**config.mk**
```make
export PLATFORM = sky130hd
export DESIGN_NAME = rtc_update_irq
export DESIGN_NICKNAME = d
export VERILOG_FILES = /design/src/rtl/rtc_pkg.sv /design/src/rtl/rtc_update_seq.sv /design/src/rtl/rtc_periodic.sv /design/src/rtl/rtc_update_irq.sv
export SDC_FILE = /design/constraint.sdc
export NUM_CORES = 1
export LEC_CHECK = 0
export ABC_AREA = 1
export CORE_ASPECT_RATIO = 1.75
export CORE_MARGIN = 2
export CORE_UTILIZATION = 50
export CTS_CLUSTER_DIAMETER = 150
export DETAILED_ROUTE_END_ITERATION = 10
export HOLD_SLACK_MARGIN = 0.08
export PLACE_DENSITY = 0.73
export SETUP_SLACK_MARGIN = 0.5
export SYNTH_ARGS = -nofsm -noshare
export SYNTH_HDL_FRONTEND = slang
export SYNTH_HIERARCHICAL = 1
export SYNTH_SLANG_ARGS = --single-unit
```
**constraint.sdc**
```tcl
create_clock -name clk_i -period 4 [get_ports clk_i]
set_clock_uncertainty 0.05 [all_clocks]
set_input_delay 0.4 -clock clk_i [delete_from_list [all_inputs] [get_ports clk_i]]
set_output_delay 0.4 -clock clk_i [all_outputs]
set_load 0.01 [all_outputs]
```
**src/rtl/rtc_pkg.sv**
```systemverilog
package rtc_pkg;
  typedef enum logic [3:0] {
    A_SEC = 4'h0, A_ASEC = 4'h1, A_MIN = 4'h2, A_AMIN = 4'h3,
    A_HOUR = 4'h4, A_AHOUR = 4'h5, A_DAY = 4'h6, A_MON = 4'h7,
    A_ADAY = 4'h8, A_AMON = 4'h9, A_CTLA = 4'hA, A_CTLB = 4'hB,
    A_STAT = 4'hC
  } reg_addr_e;

  localparam int unsigned B_SET = 7;
  localparam int unsigned B_UIE = 4;
  localparam logic [2:0] DIV_RUN = 3'b010;

  typedef enum logic [1:0] {SEQ_IDLE, SEQ_LOAD, SEQ_END} seq_state_e;
endpackage

```
**src/rtl/rtc_update_seq.sv**
```systemverilog
module rtc_update_seq
  import rtc_pkg::*;
#(
  parameter int unsigned LOAD_US = 244,
  parameter int unsigned END_US  = 1984
) (
  input  logic clk_i,
  input  logic rst_ni,
  input  logic tick_i,
  input  logic enable_i,
  input  logic abort_i,
  input  logic us_tick_i,
  output logic uip_o,
  output logic load_o,
  output logic done_o
);
  localparam int unsigned MAXD = (LOAD_US > END_US) ? LOAD_US : END_US;
  localparam int unsigned CW   = $clog2(MAXD + 1);

  seq_state_e    state_q;
  logic [CW-1:0] cnt_q;

  assign uip_o  = (state_q != SEQ_IDLE);
  assign load_o = (state_q == SEQ_LOAD) && us_tick_i && !abort_i &&
                  (cnt_q == CW'(LOAD_US - 1));
  assign done_o = (state_q == SEQ_END) && us_tick_i && !abort_i &&
                  (cnt_q == CW'(END_US - 1));

  always_ff @(posedge clk_i or negedge rst_ni) begin
    if (!rst_ni) begin
      state_q <= SEQ_IDLE;
      cnt_q   <= '0;
    end else if (abort_i) begin
      state_q <= SEQ_IDLE;
      cnt_q   <= '0;
    end else begin
      unique case (state_q)
        SEQ_IDLE: if (tick_i && enable_i) begin
          state_q <= SEQ_LOAD;
          cnt_q   <= '0;
        end
        SEQ_LOAD: if (load_o) begin
          state_q <= SEQ_END;
          cnt_q   <= '0;
        end else if (us_tick_i) cnt_q <= cnt_q + 1'b1;
        SEQ_END: if (done_o) begin
          state_q <= SEQ_IDLE;
          cnt_q   <= '0;
        end else if (us_tick_i) cnt_q <= cnt_q + 1'b1;
        default: state_q <= SEQ_IDLE;
      endcase
    end
  end

  assert_no_start_R1: assert property (@(posedge clk_i) disable iff (!rst_ni)
    (!enable_i && !uip_o) |=> !uip_o);
  assert_end_clears_R4: assert property (@(posedge clk_i) disable iff (!rst_ni)
    done_o |=> !uip_o);
  assert_abort_idle_R7: assert property (@(posedge clk_i) disable iff (!rst_ni)
    abort_i |=> !uip_o);
endmodule

```
**src/rtl/rtc_periodic.sv**
```systemverilog
module rtc_periodic #(
  parameter int unsigned RATE_W = 4
) (
  input  logic              clk_i,
  input  logic              rst_ni,
  input  logic              base_tick_i,
  input  logic [RATE_W-1:0] rate_i,
  input  logic              restart_i,
  output logic              pf_o
);
  localparam int unsigned CNT_W = (1 << RATE_W) - 2;

  logic [CNT_W-1:0]  cnt_q;
  logic [RATE_W-1:0] eff;
  logic [CNT_W:0]    period;
  logic              match;

  always_comb begin
    eff = rate_i;
    if (rate_i == RATE_W'(1)) eff = RATE_W'(8);
    if (rate_i == RATE_W'(2)) eff = RATE_W'(9);
    period = (CNT_W+1)'(1) << (eff - 1'b1);
  end

  assign match = ({1'b0, cnt_q} == period - 1'b1);
  assign pf_o  = (rate_i != '0) && base_tick_i && !restart_i && match;

  always_ff @(posedge clk_i or negedge rst_ni) begin
    if (!rst_ni) cnt_q <= '0;
    else if (restart_i || rate_i == '0) cnt_q <= '0;
    else if (base_tick_i) cnt_q <= match ? '0 : cnt_q + 1'b1;
  end

  assert_rate0_idle_R10: assert property (@(posedge clk_i) disable iff (!rst_ni)
    (rate_i == '0) |-> !pf_o);
endmodule

```
**src/rtl/rtc_update_irq.sv**
```systemverilog
module rtc_update_irq
  import rtc_pkg::*;
#(
  parameter int unsigned LOAD_US = 244,
  parameter int unsigned END_US  = 1984,
  parameter int unsigned RATE_W  = 4
) (
  input  logic       clk_i,
  input  logic       rst_ni,
  input  logic       tick_1hz_i,
  input  logic       us_tick_i,
  input  logic       base_tick_i,
  input  logic       wr_en_i,
  input  logic       rd_en_i,
  input  logic [3:0] addr_i,
  input  logic [7:0] wdata_i,
  output logic [7:0] rdata_o,
  output logic       uip_o,
  output logic       irq_o
);
  logic [7:0] sec_q, min_q, hour_q, day_q, mon_q;
  logic [7:0] asec_q, amin_q, ahour_q, aday_q, amon_q;
  logic [6:0] a_q;
  logic [7:0] b_q, b_d;
  logic [2:0] flags_q, flags_d, flag_set;  // {PF, AF, UF}
  logic       irqf_q, irqf_d;
  logic       load, done, pf, set_rise, wr_a, wr_b, rd_c, run_ok;
  logic [7:0] new_sec, new_min;
  logic       carry, alarm_hit;

  assign wr_a     = wr_en_i && (addr_i == A_CTLA);
  assign wr_b     = wr_en_i && (addr_i == A_CTLB);
  assign rd_c     = rd_en_i && (addr_i == A_STAT);
  assign set_rise = wr_b && wdata_i[B_SET] && !b_q[B_SET];
  assign run_ok   = (a_q[6:4] == DIV_RUN) && !b_q[B_SET];

  rtc_update_seq #(.LOAD_US(LOAD_US), .END_US(END_US)) i_seq (
    .clk_i, .rst_ni, .tick_i(tick_1hz_i), .enable_i(run_ok),
    .abort_i(set_rise), .us_tick_i, .uip_o, .load_o(load), .done_o(done));

  rtc_periodic #(.RATE_W(RATE_W)) i_per (
    .clk_i, .rst_ni, .base_tick_i, .rate_i(a_q[RATE_W-1:0]),
    .restart_i(wr_a), .pf_o(pf));

  // time stub: seconds mod 60 with carry into minutes
  always_comb begin
    carry     = (sec_q >= 8'd59);
    new_sec   = carry ? 8'd0 : sec_q + 8'd1;
    new_min   = carry ? ((min_q >= 8'd59) ? 8'd0 : min_q + 8'd1) : min_q;
    alarm_hit = load && (new_sec == asec_q) && (new_min == amin_q) &&
                (hour_q == ahour_q) && (day_q == aday_q) && (mon_q == amon_q);
  end

  always_comb begin
    b_d = b_q;
    if (wr_b) begin
      b_d = wdata_i;
      if (set_rise) b_d[B_UIE] = 1'b0;
    end
    flag_set = {pf, alarm_hit, done};
    flags_d  = (rd_c ? 3'b000 : flags_q) | flag_set;
    irqf_d   = |(b_d[6:4] & flags_d);
  end

  always_ff @(posedge clk_i or negedge rst_ni) begin
    if (!rst_ni) begin
      {sec_q, min_q, hour_q, day_q, mon_q}       <= '0;
      {asec_q, amin_q, ahour_q, aday_q, amon_q}  <= '0;
      a_q     <= '0;
      b_q     <= '0;
      flags_q <= '0;
      irqf_q  <= 1'b0;
    end else begin
      b_q     <= b_d;
      flags_q <= flags_d;
      irqf_q  <= irqf_d;
      if (load) begin
        sec_q <= new_sec;
        min_q <= new_min;
      end
      if (wr_en_i) begin
        unique case (addr_i)
          A_SEC:   sec_q   <= {1'b0, wdata_i[6:0]};
          A_ASEC:  asec_q  <= wdata_i;
          A_MIN:   min_q   <= wdata_i;
          A_AMIN:  amin_q  <= wdata_i;
          A_HOUR:  hour_q  <= wdata_i;
          A_AHOUR: ahour_q <= wdata_i;
          A_DAY:   day_q   <= wdata_i;
          A_MON:   mon_q   <= wdata_i;
          A_ADAY:  aday_q  <= wdata_i;
          A_AMON:  amon_q  <= wdata_i;
          A_CTLA:  a_q     <= wdata_i[6:0];
          default: ;
        endcase
      end
    end
  end

  always_comb begin
    unique case (addr_i)
      A_SEC:   rdata_o = sec_q;
      A_ASEC:  rdata_o = asec_q;
      A_MIN:   rdata_o = min_q;
      A_AMIN:  rdata_o = amin_q;
      A_HOUR:  rdata_o = hour_q;
      A_AHOUR: rdata_o = ahour_q;
      A_DAY:   rdata_o = day_q;
      A_MON:   rdata_o = mon_q;
      A_ADAY:  rdata_o = aday_q;
      A_AMON:  rdata_o = amon_q;
      A_CTLA:  rdata_o = {uip_o, a_q};
      A_CTLB:  rdata_o = b_q;
      A_STAT:  rdata_o = {irqf_q, flags_q, 4'b0000};
      default: rdata_o = 8'h00;
    endcase
  end

  assign irq_o = irqf_q;

  assert_irq_or_R5: assert property (@(posedge clk_i) disable iff (!rst_ni)
    irq_o == |(b_q[6:4] & flags_q));
  assert_rdclr_R6: assert property (@(posedge clk_i) disable iff (!rst_ni)
    (rd_c && flag_set == 3'b000) |=> (flags_q == 3'b000 && !irq_o));
  assert_stat_ro_R8: assert property (@(posedge clk_i) disable iff (!rst_ni)
    (wr_en_i && addr_i == A_STAT && !rd_en_i && flag_set == 3'b000) |=> $stable(flags_q));
  assert_set_uie_R7: assert property (@(posedge clk_i) disable iff (!rst_ni)
    set_rise |=> (!b_q[B_UIE] && !uip_o));
  assert_set_blocks_R1: assert property (@(posedge clk_i) disable iff (!rst_ni)
    (tick_1hz_i && b_q[B_SET] && !uip_o) |=> !uip_o);
  assert_sec_msb_R9: assert property (@(posedge clk_i) disable iff (!rst_ni)
    (wr_en_i && addr_i == A_SEC) |=> !sec_q[7]);
endmodule

```
# Word-level counts from Yosys, hierarchy flattened
# Cells that the tools add are included.
# W data, S select, Z words.
[totals] regBits=126 input_bits=19 output_inout_bits=10
[op_classes] add_sub_neg=6 order_cmp=2 n_eq_ne=28 n_shift=1 muxes=29 n_bitwise=2 reduce_logical=44
[ops] cell="$pmux W8 S13" count=1
[ops] cell="$mux W8" count=9
[ops] cell="$mux W11" count=5
[ops] cell="$mux W14" count=3
[ops] cell="$eq A8 B8 Y1" count=5
[ops] cell="$pmux W11 S3" count=1
[ops] cell="$logic_and A1 B1 Y1" count=21
[ops] cell="$eq A4 B4 Y1 const B" count=5
[ops] cell="$reduce_and A2 Y1" count=10
[ops] cell="$add A8 B1 Y8 const B" count=2
[ops] cell="$eq A4 B3 Y1 const B" count=4
[ops] cell="$ge A8 B6 Y1 const B" count=2
[ops] cell="$eq A14 B15 Y1" count=1
[ops] cell="$shl A1 B4 Y15 const A" count=1
[ops] cell="$sub A15 B1 Y15 const B" count=1
[ops] cell="$add A14 B1 Y14 const B" count=1
[ops] cell="$eq A4 B2 Y1 const B" count=3
[ops] cell="$add A11 B1 Y11 const B" count=1
[ops] cell="$eq A11 B11 Y1 const B" count=1
[ops] cell="$eq A11 B8 Y1 const B" count=1
[ops] cell="$eq A4 B1 Y1 const B" count=2
[ops] cell="$logic_not A4 Y1" count=2
[ops] cell="$mux W2" count=4
[ops] cell="$mux W4" count=2
[ops] cell="19 further kinds" count=24

# Logic depth before layout (Yosys ltp)
# Gate-level depths: netlist of the first run.
[depth] word_depth=15 depth_mapped=23 mapped_depth_nobuf=23

# Cells and area by module
# Netlist of the first run, hierarchy kept.
[modules_own_cells] module="rtc_update_irq" n_inst=1 cells_each=706 area_per_inst_um2=5424.0 seq_area_each_um2=2477.4
[modules_own_cells] module="rtc_periodic" n_inst=1 cells_each=238 area_per_inst_um2=1467.7 seq_area_each_um2=350.3
[modules_own_cells] module="rtc_update_seq" n_inst=1 cells_each=140 area_per_inst_um2=968.4 seq_area_each_um2=325.3

# Worst setup path before layout of the first run
# Ideal clock, no wire load.
[synth_timing] kind="input -> register" startpoint="in addr_i[3]" endpoint="reg irqf_q (netlist: irq_o)" arrival_ns=2.225 required_ns=3.884 slack_ns=1.659 stages=23 cell_sequence="inv_1 -> nor2_2 -> nand3_1 -> nor2_4 -> nand2_1 -> nor2_1 -> inv_1 -> nand2_1 -> nor2_1 -> nand2_1 -> inv_1 -> inv_1 -> nor3_1 -> nand3_1 -> nor2_1 -> nand2_1 -> nor2_1 -> nand3_1 -> nor2_1 -> nand3_1 -> nand2_2 -> nand2_1 -> nand2_1"
[synth_via] elab_chain_len=15 word_cells_on_any_way=27 classes_between="eq/ne (3); mux (3); bitwise (2); reduce/logical (19)"
[synth_rtl] element="start: declaration" line_no="rtc_update_irq.sv:15" source="input logic [3:0] addr_i,"
[synth_rtl] element="$eq A4 B4 Y1" line_no="rtc_update_irq.sv:32" source="assign wr_b = wr_en_i && (addr_i == A_CTLB);"
[synth_rtl] element="$logic_and A1 B1 Y1" line_no="rtc_update_irq.sv:32"
[synth_rtl] element="$logic_and A1 B1 Y1 (2 in series)" line_no="rtc_update_irq.sv:34" source="assign set_rise = wr_b && wdata_i[B_SET] && !b_q[B_SET];"
[synth_rtl] element="via set_rise" line_no="rtc_update_irq.sv:27" source="logic load, done, pf, set_rise, wr_a, wr_b, rd_c, run_ok;"
[synth_rtl] element="$logic_not A1 Y1" line_no="rtc_update_seq.sv:24" source="assign load_o = (state_q == SEQ_LOAD) && us_tick_i && !abort_i &&"
[synth_rtl] element="$logic_and A1 B1 Y1 (2 in series)" line_no="rtc_update_seq.sv:24"
[synth_rtl] element="via load" line_no="rtc_update_irq.sv:27"
[synth_rtl] element="$logic_and A1 B1 Y1 (3 in series)" line_no="rtc_update_irq.sv:50" source="alarm_hit = load && (new_sec == asec_q) && (new_min == amin_q) &&"
[synth_rtl] element="$logic_and A1 B1 Y1 (2 in series)" line_no="rtc_update_irq.sv:51" source="(hour_q == ahour_q) && (day_q == aday_q) && (mon_q == amon_q);"
[synth_rtl] element="$or A3 B3 Y3" line_no="rtc_update_irq.sv:61" source="flags_d = (rd_c ? 3'b000 : flags_q) | flag_set;"
[synth_rtl] element="via flags_d[1]" line_no="rtc_update_irq.sv:25" source="logic [2:0] flags_q, flags_d, flag_set;"
[synth_rtl] element="$and A3 B3 Y3" line_no="rtc_update_irq.sv:62" source="irqf_d = |(b_d[6:4] & flags_d);"
[synth_rtl] element="$reduce_or A3 Y1" line_no="rtc_update_irq.sv:62"
[synth_rtl] element="via irqf_d" line_no="rtc_update_irq.sv:26" source="logic irqf_q, irqf_d;"
[synth_rtl] element="end signal: assignment" line_no="rtc_update_irq.sv:76" source="irqf_q <= irqf_d;"
[synth_rtl] element="end: declaration" line_no="rtc_update_irq.sv:26"
# The timed path passes the listed nets, and every way through them passes these cells.
# A chain may end at the register's enable or synchronous reset.

# Final worst setup path of the first run
[layout_timing] startpoint="in addr_i[1]" endpoint="out rdata_o[3]"
[layout_via] elab_chain_len=2 word_cells_on_any_way=14 classes_between="eq/ne (12); mux (1); reduce/logical (1)"
[layout_rtl] element="$eq A4 B4 Y1, or another cell as far along" line_no="rtc_update_irq.sv:101" source="unique case (addr_i)"
[layout_rtl] element="$pmux W8 S13 (*)" line_no="rtc_update_irq.sv:101"
[layout_rtl] element="end: declaration" line_no="rtc_update_irq.sv:17" source="output logic [7:0] rdata_o,"
# Mark *: on every way between the ends. The rest lies on a longest branch, timed or not.

==> results.cfg, run 1 <==
[status]
status = completed

[routing]
antenna_left = 0
routed_wl_mm = 23.20
routedWlPerCell_um = 17.81
drc = 0
drt_iter0_markers = 645
avgViaCountPerCell = 5.724
via_count = 7458
firstDrtPassIters = 7

[final_layout]
num_antenna_cells = 0
nFillCells = 1438
syn_to_final_growth_pct = 12.37
regArea_um2 = 3153
drive_gt1_share_pct = 8.147
final_cell_area_um2 = 8832
final_nets = 1131
finalNonFillerCells = 1303
multiInputGateArea_um2 = 3984

[setup_path]
cp_cell_sequence = clkdlybuf4s50_1, inv_1, nor2_1, inv_1, nor2_1, inv_1, o21ai_0, a221oi_1, nand3_1, clkdlybuf4s50_1
r2r_start = sec_q[1]$_DFF_PN0_
cp.arrival_ns = 2.80
crit_top_cell = inv_1
cp_max_fo = 7
cp_slowest_stage_delay_ns = 0.55
critPathCaptureType = output pin
worstPathRequired_ns = 3.55
worst-setup-path-type = input port to output pin
startpoint = addr_i[1]
startpoint_type = input port
critical_path.slowest_cell = clkdlybuf4s50_1

[timing]
slew_violations = 0
fmax_mhz = 307.3
fin_tns_setup_ns = 0
max_slew.worst_pin.slew_ns = 0.9170
min_period_ns = 3.254
final-hold-violation-count = 0
setup_viol = 0
rsz0062_at_grt = false
maxSlewHeadroom_pct = 38.64
finalCritPeriodShare_pct = 81.35

[yosys]
async_flop_share_pct = 100.0
synth_warnings = 6
synthDistinctLibCells = 50
synth_cells = 1084
yosys.area.top_type = dfrtp_1
synth_edf_count = 0
synth_area_um2 = 7860
ys_top_cells_by_area = dfrtp_1, nand2_1, o21ai_0
ys.flop_type = dfrtp_1
synth.avg_cell_area_um2 = 7.251
synth_top_area_share_pct = 40.11
ys_ff_latch = 126
yosysSeqAreaShare_pct = 40.11

[run]
maxCapViolCount = 0

[clocking]
postCtsSetupBuffers = 0
cts_resized = 0
clock_sinks = 126
clkLatencyLatePin_ns = 0.43
h-tree-depth = 4
cts_tree = done
clockBufferDepth = 2
cts_made_buffers = 17
clock-root-buffer = clkbuf_16
clkTransAtPathRegs_ns = 0.06
cts_hold_buffers = 1

[floorplan]
fp-row-count = 60
core_area_um2 = 15390
die_w_um = 98.78
dieArea_um2 = 16780
start_util_pct = 51.07
ios = 29
die_height_um = 169.9

[global_route]
grt_pass1_vias = 7286
antenna_found_initial = 0
grt_use_total_pct = 28.47
grt_max_degree = 89
grt_overflow = 0
grt_first_pass_wirelength_mm = 37.33

[placed_design]
dp.cells = 1270
portBuffers = 28
hpwl_mm = 17.48
place_congestion = 1.005
dpl_cell_area_um2 = 8200

[power_and_ir_drop]
ir_worst_vdd_mv = 0.3531
p_per_area_nw_per_um2 = 530.3
total_leakage_power_nw = 4.193

[worst_hold_path]
hp-start = hour_q[5]$_DFFE_PN0P_
hp-class = register to register
-- layer usage --
layer	track usage, %	share of wire (%)	up-vias
met4	19.71	7.7	0
li1	-	-	3591
met2	50.53	52	264
met5	0	0	-
met1	30.65	36	3499
met3	4.107	4.4	104
-- synth_stat cells, types with 2 or more instances --
cell type / count
a21oi_1: 33
a221oi_1: 21
a22o_1: 2
buf_2: 4
buf_6: 7
clkbuf_1: 19
clkinv_1: 2
dfrtp_1: 126
ha_1: 8
inv_1: 129
inv_2: 5
nand2_1: 327
nand2_2: 15
nand2_4: 5
nand3_1: 64
nand3_2: 4
nand3b_1: 3
nand4_1: 22
nand4_2: 2
nor2_1: 79
nor2_2: 7
nor2_4: 7
nor2_8: 2
nor3_1: 10
nor4_1: 2
o2111ai_1: 3
o211ai_1: 4
o21ai_0: 111
o21ai_1: 4
o22ai_1: 18
xnor2_1: 6
xor2_1: 15
-- cell type report --
type | count | share of cell area [%]
repair buffers | 33 | 3.641
well taps | 186 | 2.635
clock buffers | 18 | 4.972
inverters | 137 | 5.879
flip-flops and latches | 126 | 35.70
clock inverters | 14 | 2.068
multi-input cells | 789 | 45.11
-- registers in the layout, summed over array words and instances, names as in the netlist, 7 cells and up --
| name | flops |
|---|---|
| sec_q | 8 |
| asec_q | 8 |
| min_q | 8 |
| mon_q | 8 |
| hour_q | 8 |
| day_q | 8 |
| amon_q | 8 |
| amin_q | 8 |
| i_seq/cnt_q | 11 |
| a_q | 7 |
| i_per/cnt_q | 14 |
| ahour_q | 8 |
| aday_q | 8 |
| b_q | 8 |
-- cells in the final DEF, fill, tap and decap left out, types with 4 or more instances in the layout --
cell type and instances:
a21oi_1 33, a221oi_1 21, buf_4 4, clkbuf_16 17, clkdlybuf4s50_1 27, clkinv_4 5, dfrtp_1 126, ha_1 8
inv_1 129, inv_2 5, inv_6 4, nand2_1 327, nand2_2 15, nand2_4 5, nand3_1 64, nand3_2 4
nand4_1 22, nor2_1 79, nor2_2 7, nor2_4 7, nor3_1 10, o211ai_1 4, o21ai_0 111, o21ai_1 4
o22ai_1 18, xnor2_1 6, xor2_1 15
-- path summary, 6_finish.rpt --
| check | endpoint | slack [ns] | cells after the start |
|---|---|---|---|
| hold / removal | hour_q[5]$_DFFE_PN0P_ | 0.43 | 2 |
| min in group asynchronous | b_q[1]$_DFFE_PN0P_ | 0.55 | 2 |
| max in group asynchronous | hour_q[6]$_DFFE_PN0P_ | 2.52 | 3 |
| hold reg to reg | hour_q[5]$_DFFE_PN0P_ | 0.43 | 2 |
| setup / recovery | rdata_o[3] | 0.75 | 10 |
| setup reg to reg | irq_o$_DFF_PN0_ | 1.35 | 12 |
-- power breakdown --
part	leakage, nW	internal (mW)	switching (mW)
registers	1.63	1.50	0.287
logic	2.27	0.457	0.821
clock network	0.294	1.01	0.614
total	4.19	2.96	1.72
-- stage by stage --
step           hold slack [ns]  util (%)  total power [mW]  setup slack [ns]
4_1_cts                 0.4405     57.39             4.668            0.7987
3_3_place_gp            0.4158     53.28             3.033            0.7853
2_1_floorplan          0.05441         -             2.683             1.659
3_5_place_dp            0.4252     53.28             3.050            0.6645
6_report                0.4346     57.39             4.684            0.7458
5_1_grt                 0.4713     57.39             4.936            0.5511
-- critical path, delay by kind of cell --
family | cells | cell delay [ns]
buffers and inverters | 5 | 1.36
AOI/OAI and AO/OA | 2 | 0.36
and+or+nand+nor | 3 | 0.70
-- cells by family after synthesis --
logic type | Yosys count | share of synthesized area (%)
xor gates and xnor gates | 21 | 2.340
DFF | 126 | 40.11
buffers and inverters | 170 | 9.249
adders and majority gates | 8 | 1.274
and+or+nand+nor | 554 | 31.82
AOI/OAI and AO/OA | 204 | 15.15
other | 1 | 0.04771
(Power assumes the default switching activity.)
==> inputs of run 2 (changes only) <==
==> constraint.sdc (replaced) <==
create_clock -name clk_i -period 3.3 [get_ports clk_i]
set_clock_uncertainty 0.05 [all_clocks]
set_input_delay 0.33 -clock clk_i [delete_from_list [all_inputs] [get_ports clk_i]]
set_output_delay 0.33 -clock clk_i [all_outputs]
set_load 0.01 [all_outputs]
==> results.cfg, run 2 (synthesis gave the netlist of run 1 again) <==
[setup_path]
worstPathRequired_ns = 2.92
critPathCaptureType = output pin
cp_slowest_stage_delay_ns = 0.55
path_buf_inv = 5
path_delay_family = buffers and inverters
crit_top_cell = inv_1
startpoint_type = input port
cp_cell_sequence = clkdlybuf4s50_1, inv_1, nor2_2, inv_1, nor2_2, inv_1, o22ai_1, a21oi_1, nand4_1, clkdlybuf4s50_1
ff2ff_setup_slack_ns = 0.75
cp.arrival_ns = 2.52
cp_max_fo = 8
critical_path.slowest_cell = clkdlybuf4s50_1
worst-setup-path-type = input port to output pin

[floorplan]
core_area_um2 = 15390
dieArea_um2 = 16780
start_util_pct = 51.07
die_w_um = 98.78
die_height_um = 169.9
ios = 29
fp-row-count = 60

[final_layout]
layout_common_cells = nand2_1, dfrtp_1, inv_1
regArea_um2 = 3153
nFillCells = 1450
syn_to_final_growth_pct = 13.66
multiInputGateArea_um2 = 4045
drive_gt1_share_pct = 10.35
largest_register_ffs = 14
final_common_cell = nand2_1
final_nets = 1145
num_antenna_cells = 0
max_flop_register = i_per/cnt_q
biggestRegsByFlops = i_per/cnt_q x14, i_seq/cnt_q x11

[timing]
fmax_mhz = 345.4
setup_viol = 0
fin_tns_setup_ns = 0
rsz0062_at_grt = true
whs_ns = 0.4385
min_period_ns = 2.895
maxSlewHeadroom_pct = 41.85
slew_violations = 0
finalCritPeriodShare_pct = 87.74
final-hold-violation-count = 0
max_slew.worst_pin.slew_ns = 0.8723

[clocking]
clkLatencyLatePin_ns = 0.43
clock_sinks = 126
clkTransAtPathRegs_ns = 0.06
clock-root-buffer = clkbuf_16
clockBufferDepth = 2
h-tree-depth = 4
cts_tree = done
cts_made_buffers = 17

[placed_design]
hpwl_mm = 18.31
place_congestion = 0.9911
portBuffers = 28

[routing]
avgViaCountPerCell = 5.787
firstDrtPassIters = 5
via_count = 7616
drc = 0
drt_iter0_markers = 688
antenna_left = 0
routedWlPerCell_um = 18.56
routed_wl_mm = 24.42

[run]
maxCapViolCount = 0

[global_route]
grt_pass1_vias = 7429
grt_max_degree = 86
grt_use_total_pct = 30.03
grt_first_pass_wirelength_mm = 38.94
grt_overflow = 0
antenna_found_initial = 0

[power_and_ir_drop]
ir_worst_vdd_mv = 0.3448
p_per_area_nw_per_um2 = 618.8
total_leakage_power_nw = 4.284

[status]
status = completed

[worst_hold_path]
hp-class = register to register
## run 2: area by class of cell
| type | instances | area share (%) |
|---|---|---|
| multi-input cells | 789 | 45.28 |
| clock buffers | 20 | 5.000 |
| flip-flops and latches | 126 | 35.29 |
| well taps | 186 | 2.605 |
| clock inverters | 11 | 1.064 |
| inverters | 137 | 5.812 |
| repair buffers | 47 | 4.944 |
## run 2: through the flow
step	power, mW	setup slack (ns)	instances	instance area, um^2	utilization (%)
floorplan	3.252	1.029	1085	7864	-
global placement	3.705	0.3896	1282	8303	53.95
detailed placement	3.741	0.2845	1282	8303	53.95
CTS	5.497	0.3779	1314	8866	57.61
global route	5.835	0.2966	1316	8934	58.05
finish	5.529	0.4047	1316	8934	58.05
## run 2: final timing paths
kind | cells after the start | start | to
worst max-delay path | 10 | addr_i[3] | rdata_o[7]
worst min register to register | 2 | asec_q[6]$_DFFE_PN0P_ | asec_q[6]$_DFFE_PN0P_
worst min-delay path | 2 | asec_q[6]$_DFFE_PN0P_ | asec_q[6]$_DFFE_PN0P_
max in group asynchronous | 3 | rst_ni | aday_q[0]$_DFFE_PN0P_
worst max register to register | 15 | sec_q[1]$_DFF_PN0_ | irq_o$_DFF_PN0_
min in group asynchronous | 2 | rst_ni | ahour_q[3]$_DFFE_PN0P_
## run 2: where the power goes
part           switching (mW)  internal, mW  leakage [nW]  total [mW]
Clock                   0.716          1.04         0.261        1.76
Sequential              0.365          1.82          1.63        2.18
Combinational            1.02         0.568          2.39        1.59
## run 2: layer usage
| layer | GRT usage (%) | routed length (um) | vias to the layer above |
|---|---|---|---|
| met1 | 31.55 | 8434 | 3572 |
| met5 | 0 | 0 | - |
| met4 | 21.02 | 1916 | 0 |
| li1 | - | - | 3609 |
| met2 | 54.02 | 12910 | 317 |
| met3 | 4.394 | 1168 | 118 |
## run 2: worst reg2reg max path, cell delays in order, from the launching register on
cell     delay [ns]
dfrtp_1        0.45
ha_1           0.31
nor2_8         0.16
nor2_4         0.06
nor2_4         0.31
buf_4          0.29
nand2_2        0.10
nand2_1        0.07
nand2_1        0.05
nor2_1         0.08
nand3_1        0.09
nor2_1         0.15
nand3_1        0.12
nand2_2        0.09
nand2_1        0.05
nand2_1        0.06
## run 2: what timing repair did
action	CTS	global route
pin swaps	1	2
hold endpoints to repair	84	0
gates resized for setup	5	20
buffers inserted	0	2
hold buffers	1	0
endpoints found under the setup margin	8	8
